===== config.mk =====
export PLATFORM = sky130hd
export DESIGN_NAME = host_bus_front
export DESIGN_NICKNAME = d
export VERILOG_FILES = /design/src/rtl/hbf_pkg.sv /design/src/rtl/hbf_sync.sv /design/src/rtl/hbf_reset_ctl.sv /design/src/rtl/hbf_access.sv /design/src/rtl/hbf_regs.sv /design/src/rtl/hbf_irq_out.sv /design/src/rtl/host_bus_front.sv
export SDC_FILE = /design/constraint.sdc
export NUM_CORES = 1
export LEC_CHECK = 0
export ABC_CLOCK_PERIOD_IN_PS = 5900
export BUFFER_PORTS_ARGS = -buffer_cell sky130_fd_sc_hd__buf_4
export CORE_MARGIN = 2
export CORE_UTILIZATION = 54
export CTS_CLUSTER_DIAMETER = 120
export DETAILED_ROUTE_END_ITERATION = 16
export PLACE_DENSITY = 0.81
export SETUP_SLACK_MARGIN = 0.05
export SKIP_LAST_GASP = 1
export SLEW_MARGIN = 25
export SYNTH_ARGS = -nofsm -noshare
export SYNTH_HDL_FRONTEND = slang
export SYNTH_SLANG_ARGS = --single-unit

===== constraint.sdc =====
create_clock -name clk -period 5.9 [get_ports clk]
set_clock_uncertainty 0.2 [all_clocks]
set_input_delay 0.295 -clock clk [delete_from_list [all_inputs] [get_ports clk]]
set_output_delay 0.295 -clock clk [all_outputs]
set_load 0.02 [all_outputs]

===== src/rtl/hbf_pkg.sv =====
package hbf_pkg;
  typedef enum logic {
    MODE_DIR   = 1'b0,
    MODE_SPLIT = 1'b1
  } bus_mode_e;

  typedef struct packed {
    logic rd;
    logic wr;
  } access_t;
endpackage


===== src/rtl/hbf_sync.sv =====
module hbf_sync #(
  parameter int W      = 1,
  parameter int STAGES = 2
) (
  input  logic         clk,
  input  logic [W-1:0] d,
  output logic [W-1:0] q
);
  logic [STAGES-1:0][W-1:0] stg;

  if (STAGES == 1) begin : g_one
    always_ff @(posedge clk) stg <= d;
  end else begin : g_many
    always_ff @(posedge clk) stg <= {stg[STAGES-2:0], d};
  end

  assign q = stg[STAGES-1];
endmodule


===== src/rtl/hbf_reset_ctl.sv =====
module hbf_reset_ctl (
  input  logic clk,
  input  logic bus_mode,
  input  logic rst_pin_s,
  input  logic lp_s,
  output logic rst_q
);
  import hbf_pkg::*;
  logic lp_prev;
  logic pin_active;
  logic lp_exit;

  assign pin_active = (bus_mode_e'(bus_mode) == MODE_SPLIT) ? rst_pin_s : ~rst_pin_s;
  assign lp_exit    = lp_prev & ~lp_s;

  always_ff @(posedge clk) begin
    lp_prev <= lp_s;
    rst_q   <= pin_active | lp_exit;
  end
endmodule


===== src/rtl/hbf_access.sv =====
module hbf_access #(
  parameter int ADDR_W = 3,
  parameter int DATA_W = 8
) (
  input  logic              clk,
  input  logic              rst,
  input  logic              bus_mode,
  input  logic              cs_n_s,
  input  logic              rd_n_s,
  input  logic              wr_n_s,
  input  logic              lp_s,
  input  logic [ADDR_W-1:0] addr_s,
  input  logic [DATA_W-1:0] data_s,
  output logic              rd_rise,
  output logic              wr_rise,
  output logic              rd_pulse_q,
  output logic              wr_pulse_q,
  output logic              oe_q,
  output logic [ADDR_W-1:0] addr_q,
  output logic [DATA_W-1:0] wdata_q
);
  import hbf_pkg::*;
  access_t lvl, lvl_q;
  logic    open_ok;

  assign open_ok = ~cs_n_s & ~lp_s & ~rst;

  always_comb begin
    lvl.wr = open_ok & ~wr_n_s;
    if (bus_mode_e'(bus_mode) == MODE_SPLIT) lvl.rd = open_ok & wr_n_s & ~rd_n_s;
    else                                     lvl.rd = open_ok & wr_n_s;
  end

  assign rd_rise = lvl.rd & ~lvl_q.rd;
  assign wr_rise = lvl.wr & ~lvl_q.wr;

  always_ff @(posedge clk) begin
    lvl_q <= lvl;
    if (rst) begin
      rd_pulse_q <= 1'b0;
      wr_pulse_q <= 1'b0;
      oe_q       <= 1'b0;
      addr_q     <= '0;
      wdata_q    <= '0;
    end else begin
      rd_pulse_q <= rd_rise;
      wr_pulse_q <= wr_rise;
      oe_q       <= lvl.rd;
      if (rd_rise || wr_rise) addr_q <= addr_s;
      if (wr_rise) wdata_q <= data_s;
    end
  end
endmodule


===== src/rtl/hbf_regs.sv =====
module hbf_regs #(
  parameter int              ADDR_W    = 3,
  parameter int              DATA_W    = 8,
  parameter logic [ADDR_W-1:0] CTRL_A  = 3'd4,
  parameter logic [ADDR_W-1:0] STAT_A  = 3'd6,
  parameter int              MSIEN_BIT = 3
) (
  input  logic              clk,
  input  logic              rst,
  input  logic              wr_rise,
  input  logic              rd_rise,
  input  logic [ADDR_W-1:0] addr_s,
  input  logic [DATA_W-1:0] data_s,
  input  logic              rd_pulse_q,
  input  logic [ADDR_W-1:0] addr_q,
  input  logic              ri_n_s,
  input  logic [DATA_W-1:0] core_rdata,
  output logic [DATA_W-1:0] ctrl_q,
  output logic              msi_q,
  output logic [DATA_W-1:0] rdata_q
);
  logic              ri_prev;
  logic              ri_rise;
  logic [DATA_W-1:0] status;
  logic [DATA_W-1:0] rd_mux;

  assign ri_rise = ri_n_s & ~ri_prev;

  always_comb begin
    status    = '0;
    status[0] = msi_q;
    status[1] = ~ri_n_s;
  end

  always_comb begin
    if (addr_s == CTRL_A)      rd_mux = ctrl_q;
    else if (addr_s == STAT_A) rd_mux = status;
    else                       rd_mux = core_rdata;
  end

  always_ff @(posedge clk) begin
    ri_prev <= ri_n_s;
    if (rst) begin
      ctrl_q  <= '0;
      msi_q   <= 1'b0;
      rdata_q <= '0;
    end else begin
      if (wr_rise && addr_s == CTRL_A) ctrl_q <= data_s;
      if (ri_rise && ctrl_q[MSIEN_BIT])          msi_q <= 1'b1;
      else if (rd_pulse_q && addr_q == STAT_A)   msi_q <= 1'b0;
      if (rd_rise) rdata_q <= rd_mux;
    end
  end
endmodule


===== src/rtl/hbf_irq_out.sv =====
module hbf_irq_out (
  input  logic clk,
  input  logic rst,
  input  logic bus_mode,
  input  logic push_pull,
  input  logic req,
  output logic irq_q,
  output logic irq_oe_q
);
  import hbf_pkg::*;
  logic nxt_val;
  logic nxt_oe;

  always_comb begin
    if (bus_mode_e'(bus_mode) == MODE_DIR) begin
      nxt_val = 1'b0;
      nxt_oe  = req;
    end else begin
      nxt_val = req;
      nxt_oe  = push_pull | req;
    end
  end

  always_ff @(posedge clk) begin
    if (rst) begin
      irq_q    <= 1'b0;
      irq_oe_q <= 1'b0;
    end else begin
      irq_q    <= nxt_val;
      irq_oe_q <= nxt_oe;
    end
  end
endmodule


===== src/rtl/host_bus_front.sv =====
module host_bus_front #(
  parameter int ADDR_W      = 3,
  parameter int DATA_W      = 8,
  parameter int SYNC_STAGES = 2,
  parameter int CTRL_ADDR   = 4,
  parameter int STAT_ADDR   = 6,
  parameter int DRV_BIT     = 5,
  parameter int MSIEN_BIT   = 3
) (
  input  logic              clk,
  input  logic              bus_mode_i,
  input  logic              rst_pin_i,
  input  logic              cs_n_i,
  input  logic              rd_n_i,
  input  logic              wr_n_i,
  input  logic [ADDR_W-1:0] addr_i,
  input  logic [DATA_W-1:0] data_i,
  output logic [DATA_W-1:0] data_o,
  output logic              data_oe_o,
  input  logic              lowpwr_i,
  output logic              clk_off_o,
  input  logic              ri_n_i,
  input  logic              core_irq_i,
  input  logic [DATA_W-1:0] core_rdata_i,
  output logic [ADDR_W-1:0] host_addr_o,
  output logic [DATA_W-1:0] host_wdata_o,
  output logic              rd_pulse_o,
  output logic              wr_pulse_o,
  output logic              int_rst_o,
  output logic              irq_o,
  output logic              irq_oe_o
);
  localparam int                SYNC_W = 6 + ADDR_W + DATA_W;
  localparam logic [ADDR_W-1:0] CTRL_A = ADDR_W'(CTRL_ADDR);
  localparam logic [ADDR_W-1:0] STAT_A = ADDR_W'(STAT_ADDR);

  logic [SYNC_W-1:0] raw_in, syn_in;
  logic              rst_pin_s, cs_n_s, rd_n_s, wr_n_s, lp_s, ri_n_s;
  logic [ADDR_W-1:0] addr_s;
  logic [DATA_W-1:0] data_s;
  logic              rst_q;
  logic              rd_rise, wr_rise, oe_q;
  logic [DATA_W-1:0] ctrl_q;
  logic              msi_q;
  logic [DATA_W-1:0] rdata_q;
  logic              irq_req;

  assign raw_in = {rst_pin_i, cs_n_i, rd_n_i, wr_n_i, lowpwr_i, ri_n_i, addr_i, data_i};

  hbf_sync #(.W(SYNC_W), .STAGES(SYNC_STAGES)) u_sync (
    .clk (clk),
    .d   (raw_in),
    .q   (syn_in)
  );

  assign {rst_pin_s, cs_n_s, rd_n_s, wr_n_s, lp_s, ri_n_s, addr_s, data_s} = syn_in;

  hbf_reset_ctl u_rst (
    .clk       (clk),
    .bus_mode  (bus_mode_i),
    .rst_pin_s (rst_pin_s),
    .lp_s      (lp_s),
    .rst_q     (rst_q)
  );

  hbf_access #(.ADDR_W(ADDR_W), .DATA_W(DATA_W)) u_acc (
    .clk        (clk),
    .rst        (rst_q),
    .bus_mode   (bus_mode_i),
    .cs_n_s     (cs_n_s),
    .rd_n_s     (rd_n_s),
    .wr_n_s     (wr_n_s),
    .lp_s       (lp_s),
    .addr_s     (addr_s),
    .data_s     (data_s),
    .rd_rise    (rd_rise),
    .wr_rise    (wr_rise),
    .rd_pulse_q (rd_pulse_o),
    .wr_pulse_q (wr_pulse_o),
    .oe_q       (oe_q),
    .addr_q     (host_addr_o),
    .wdata_q    (host_wdata_o)
  );

  hbf_regs #(
    .ADDR_W(ADDR_W), .DATA_W(DATA_W), .CTRL_A(CTRL_A), .STAT_A(STAT_A), .MSIEN_BIT(MSIEN_BIT)
  ) u_regs (
    .clk        (clk),
    .rst        (rst_q),
    .wr_rise    (wr_rise),
    .rd_rise    (rd_rise),
    .addr_s     (addr_s),
    .data_s     (data_s),
    .rd_pulse_q (rd_pulse_o),
    .addr_q     (host_addr_o),
    .ri_n_s     (ri_n_s),
    .core_rdata (core_rdata_i),
    .ctrl_q     (ctrl_q),
    .msi_q      (msi_q),
    .rdata_q    (rdata_q)
  );

  assign irq_req = (core_irq_i | msi_q) & ~rst_q;

  hbf_irq_out u_irq (
    .clk       (clk),
    .rst       (rst_q),
    .bus_mode  (bus_mode_i),
    .push_pull (ctrl_q[DRV_BIT]),
    .req       (irq_req),
    .irq_q     (irq_o),
    .irq_oe_q  (irq_oe_o)
  );

  assign data_o    = rdata_q;
  assign data_oe_o = oe_q & ~lowpwr_i & ~rst_q;
  assign clk_off_o = lowpwr_i;
  assign int_rst_o = rst_q;
endmodule


Yosys cells after proc, flatten, opt, wreduce, memory -nomap -nowiden

Index checks and enable logic that the tools add are counted.

Multiplexer cells: 7
Reduce and logical (&&, ||, !) cells: 6
Bitwise operators: 27
Equal/unequal tests: 3

Operators by type and width:

| operator                              | number |
|---|---|
| two-way mux 8 bit                     | 2 |
| AND 1 bit                             | 12 |
| NOT 1 bit                             | 12 |
| == test 3 bit (second input constant) | 3 |
| two-way mux 1 bit                     | 5 |
| logical AND 1 bit                     | 3 |
| bitwise OR 1 bit                      | 3 |
| nonzero test 2 bit                    | 1 |
| OR reduction 2 bit                    | 1 |
| logical OR 1 bit                      | 1 |

Output and inout port bits: 26
Word-level logic and storage cells: 60
Bits in registers: 72
Input port bits: 28

Longest topological paths before layout

Depth after elaboration: 8
Gate-level depth with buffers: 7

Cells and area by module

A second synthesis with hierarchy kept.

Cells, all modules: 210
Area total of the unflattened synthesis: 2383.5 µm²

By module, submodules not included:

| module         | area each (µm²) | cells an instance | seq. area each (µm²) | instances |
|---|---|---|---|---|
| hbf_sync       | 808.3           | 51                | 680.7                | 1 |
| hbf_regs       | 798.3           | 81                | 360.3                | 1 |
| hbf_access     | 633.1           | 64                | 320.3                | 1 |
| hbf_reset_ctl  | 57.6            | 5                 | 40.0                 | 1 |
| hbf_irq_out    | 56.3            | 6                 | 40.0                 | 1 |
| host_bus_front | 30.0            | 3                 | 0.0                  | 1 |

Least setup slack after synthesis

OpenSTA, ideal clock, no wires.

Kind: register -> register
Start point: reg u_rst.rst_q
End point: reg u_regs.ctrl_q[0]
Path buffers: 0
Arrival: 1.772 ns
Path slack: 3.800 ns
Cell stages (with the launch flop): 5
Period minus slack after synthesis: 2.100 ns
Required time: 5.572 ns
Path through: dfxtp_1 > or4_4 > nor4_4 > mux2i_1 > nor2_1

Longest elaborated chain between the ends: 5

Ends and longest elaborated chain:

| what                     | RTL line            | RTL |
|---|---|---|
| start: declaration       | hbf_reset_ctl.sv:6  | `output logic rst_q` |
| start signal: assignment | hbf_reset_ctl.sv:18 | `rst_q <= pin_active \| lp_exit;` |
| NOT 1 bit                | hbf_access.sv:26    | `assign open_ok = ~cs_n_s & ~lp_s & ~rst;` |
| AND 1 bit                | hbf_access.sv:26    |  |
| AND 1 bit                | hbf_access.sv:29    | `lvl.wr = open_ok & ~wr_n_s;` |
| AND 1 bit                | hbf_access.sv:35    | `assign wr_rise = lvl.wr & ~lvl_q.wr;` |
| logical AND 1 bit        | hbf_regs.sv:48      | `if (wr_rise && addr_s == CTRL_A) ctrl_q <= data_s;` |
| end signal: assignment   | hbf_regs.sv:48      |  |
| end: declaration         | hbf_regs.sv:18      | `output logic [DATA_W-1:0] ctrl_q,` |

Parallel ways exist; a longest one is shown, timed or not.
A chain may end at the register's enable or synchronous reset.

Worst setup path after layout

Start point: reg u_rst.rst_q
End point: reg u_regs.ctrl_q[5]

Same word-level chain as after synthesis.

==> impl_metrics.csv <==
group,metric,value,unit
critical_path,startpoint,"u_rst.rst_q$_DFF_P_",
floorplanning,fp.dieW,66.37,um
timing,max_freq,399.9,MHz
logic_synthesis,synthTopCellsByArea,"dfxtp_1, mux2i_1, nor2_1",
critical_path,cp.required,5.91,ns
cells_and_area,finalNonFillerCells,314,
logic_synthesis,yosysTopAreaCell,"dfxtp_1",
timing,tns,0,ns
flow_run,drv_cap,0,
cts,cts_resized,0,
floorplanning,fp-row-count,22,
critical_path,endpoint_kind,"register",
power,ir_worst_vdd,256.8,uV
grt,antenna_found_initial,0,
route,ant_nets,0,
cts,cts_tree,"built",
cts,cts_buffer_depth,2,
cts,cts-root-buf,"clkbuf_8",
critical_path,worstReg2RegStart,"u_rst.rst_q$_DFF_P_",
timing,rsz0062_at_grt,"false",
route,dr.first_iter.drc_count,90,
critical_path,crit_path_start_kind,"register",
grt,overflow,0,
cts,h-tree-depth,3,
cts,cts.sinks,72,
cells_and_area,diodes,0,
cells_and_area,nNetsFinal,289,
timing,setup_viol,0,
hold_path,hp-start,"bus_mode_i",
run_status,status,"completed",
floorplanning,dieArea,4405,sq um
placed_design,hpwl,2.640,mm
cts,cts_buffers,9,
grt,grt_pass1_wl,6.913,mm
logic_synthesis,synth_area,2101,sq um
timing,fin_crit_sh,0.4238,
cts,cts_setup_buffers,0,
cells_and_area,fin_util,0.7897,
grt,grt_usage,0.2262,
grt,grt_start_max_net_pins,35,
route,via_count,1550,
cells_and_area,area_growth_syn_to_layout,38.65,%
floorplanning,initial_utilization,0.5695,
cells_and_area,stdcell_area,2913,sq um
cells_and_area,final_cell_mix,"dfxtp_1, buf_4, nor2_1, nand2_1, dlygate4sd3_1",
placed_design,io_buffer_count,53,
logic_synthesis,synth.net_count,219,
placed_design,dp_cells,281,
power,switching_power,0.2166,mW
logic_synthesis,yosys.cell_types.count,22,
floorplanning,ios,54,
cts,ctsHoldBuffers,17,
route,drt_wl_total,4.412,mm
critical_path,worstSetupPathType,"reg2reg",
power,p_int,0.7845,mW
power,netSwitchingFraction,0.2164,
timing,worstMarginPinSlew,0.7834,ns
cells_and_area,final_common_cell,"dfxtp_1",
timing,fin_hold_ws,0.02823,ns
route,wl_per_cell,14.05,um
placed_design,placed_area,2512,sq um
floorplanning,core-area,3689,sq um
cts,clkLatencyLatePin,0.34,ns
logic_synthesis,yosysSeqAreaShare,0.6861,
timing,hold_violations,0,
route,drc_errors,0,
route,vias_per_cell,4.936,
cells_and_area,drive_above_1_share,0.2707,
critical_path,cp.arrival,2.51,ns
power,p_leak,1.194,nW
logic_synthesis,synth_top_cell_area_share,0.6861,
timing,slew_headroom,0.4738,
cts,path_clk_slew,0.08,ns
hold_path,hp-class,"in2reg",
logic_synthesis,syn_area_per_cell,11.00,sq um
logic_synthesis,synth.yosys.warnings,0,
timing,fin_crit,2.501,ns
power,clockPowerShare,0.430,
power,powerDensity,343.7,nW/um^2
power,seqPwrFrac,0.519,
logic_synthesis,netlist_instances,191,
timing,finalMaxSlewViolations,0,
grt,grt_pass1_vias,1476,
power,combPwrFrac,0.051,
critical_path,cp_max_fo,34,
placed_design,gp_congestion,0.7644,
floorplanning,die_h,66.37,um
logic_synthesis,yosys_register_bits,72,
route,first_pass_iters,4,
[layer usage]
metal  wire length (um)  part of all wire  up-vias  global-route usage
met2               2203              0.50       53              0.3550
met3                304             0.069       10              0.1107
met1               1800              0.41      705              0.2544
met5                  0                 0        -                   0
li1                   -                 -      782                   -
met4                104             0.024        0              0.1122
[logic make-up (layout without fill, tap and decap cells)]
family / after synthesis / after routing / share of synthesized area
buffers and inverters: 15 / 90 / 0.02918
flip-flops: 72 / 72 / 0.6861
multiplexers: 9 / 9 / 0.04288
AND/OR/NAND/NOR: 67 / 67 / 0.1638
AO/OA/AOI/OAI: 27 / 27 / 0.07385
XOR/XNOR: 1 / 1 / 0.004170
[cell usage after synthesis]
master and instances:
nand4b_1 2, a21oi_1 14, nand3b_1 1, nand2_1 19, or4_4 1, and3_1 2, nor2_1 20, nor3b_1 8
nor3_1 8, nand2b_1 2, nand3_1 3, a211oi_1 8, buf_1 1, buf_4 1, inv_1 4, nor4_4 1
xor2_1 1, buf_2 1, o21ai_0 5, clkbuf_1 8, mux2i_1 9, dfxtp_1 72
[power groups by stage]
stage          clock network (mW)  logic, mW  registers (mW)
2_1_floorplan                   0     0.0188           0.527
3_3_place_gp                    0     0.0408           0.530
3_5_place_dp                    0     0.0415           0.530
4_1_cts                     0.438     0.0507           0.519
5_1_grt                     0.460     0.0551           0.522
6_report                    0.430     0.0512           0.520
[sequential cells by signal, indices dropped and copies added, names as in the netlist]
| register | flops |
|---|---|
| u_sync.q | 17 |
| u_sync.stg | 17 |
| u_acc.wdata_q | 8 |
| u_regs.ctrl_q | 8 |
| u_regs.rdata_q | 8 |
| u_acc.addr_q | 3 |
| u_acc.lvl_q | 2 |
| u_acc.oe_q | 1 |
| u_acc.rd_pulse_q | 1 |
| u_acc.wr_pulse_q | 1 |
| u_irq.irq_oe_q | 1 |
| u_irq.irq_q | 1 |
| u_regs.msi_q | 1 |
| u_regs.ri_prev | 1 |
| u_rst.lp_prev | 1 |
| u_rst.rst_q | 1 |
[critical path, stage by stage (launching register included)]
cell and delay [ns]:
dfxtp_2 0.51, or4_4 0.63, nor4_4 0.68, mux2i_1 0.29, nor2_1 0.06
[through the flow]
stage,power [mW],setup slack [ns]
2_1_floorplan,0.5459,3.800
3_3_place_gp,0.5707,3.091
3_5_place_dp,0.5719,3.090
4_1_cts,1.008,3.107
5_1_grt,1.037,3.258
6_report,1.001,3.399
[path summary, 6_finish.rpt]
| path | endpoint | slack [ns] | depth (start not counted) |
|---|---|---|---|
| max | u_regs.ctrl_q[5]$_SDFFE_PP0P_ | 3.40 | 4 |
| min | u_rst.rst_q$_DFF_P_ | 0.03 | 3 |
| max reg2reg | u_regs.ctrl_q[5]$_SDFFE_PP0P_ | 3.40 | 4 |
| min reg2reg | u_sync.q[10]$_DFF_P_ | 0.12 | 0 |
[final cells by class]
| cell class | instances | area, sq um |
|---|---|---|
| Tap cell | 48 | 60.06 |
| Sequential cell | 72 | 1443 |
| Fill cell | 243 | 775.7 |
| Clock inverter | 6 | 91.34 |
| Clock buffer | 10 | 137.6 |
| Inverter | 4 | 15.01 |
| Multi-Input combinational cell | 104 | 598.1 |
| Timing Repair Buffer | 70 | 568.0 |
Note: power is estimated with default switching activity, not from simulation.
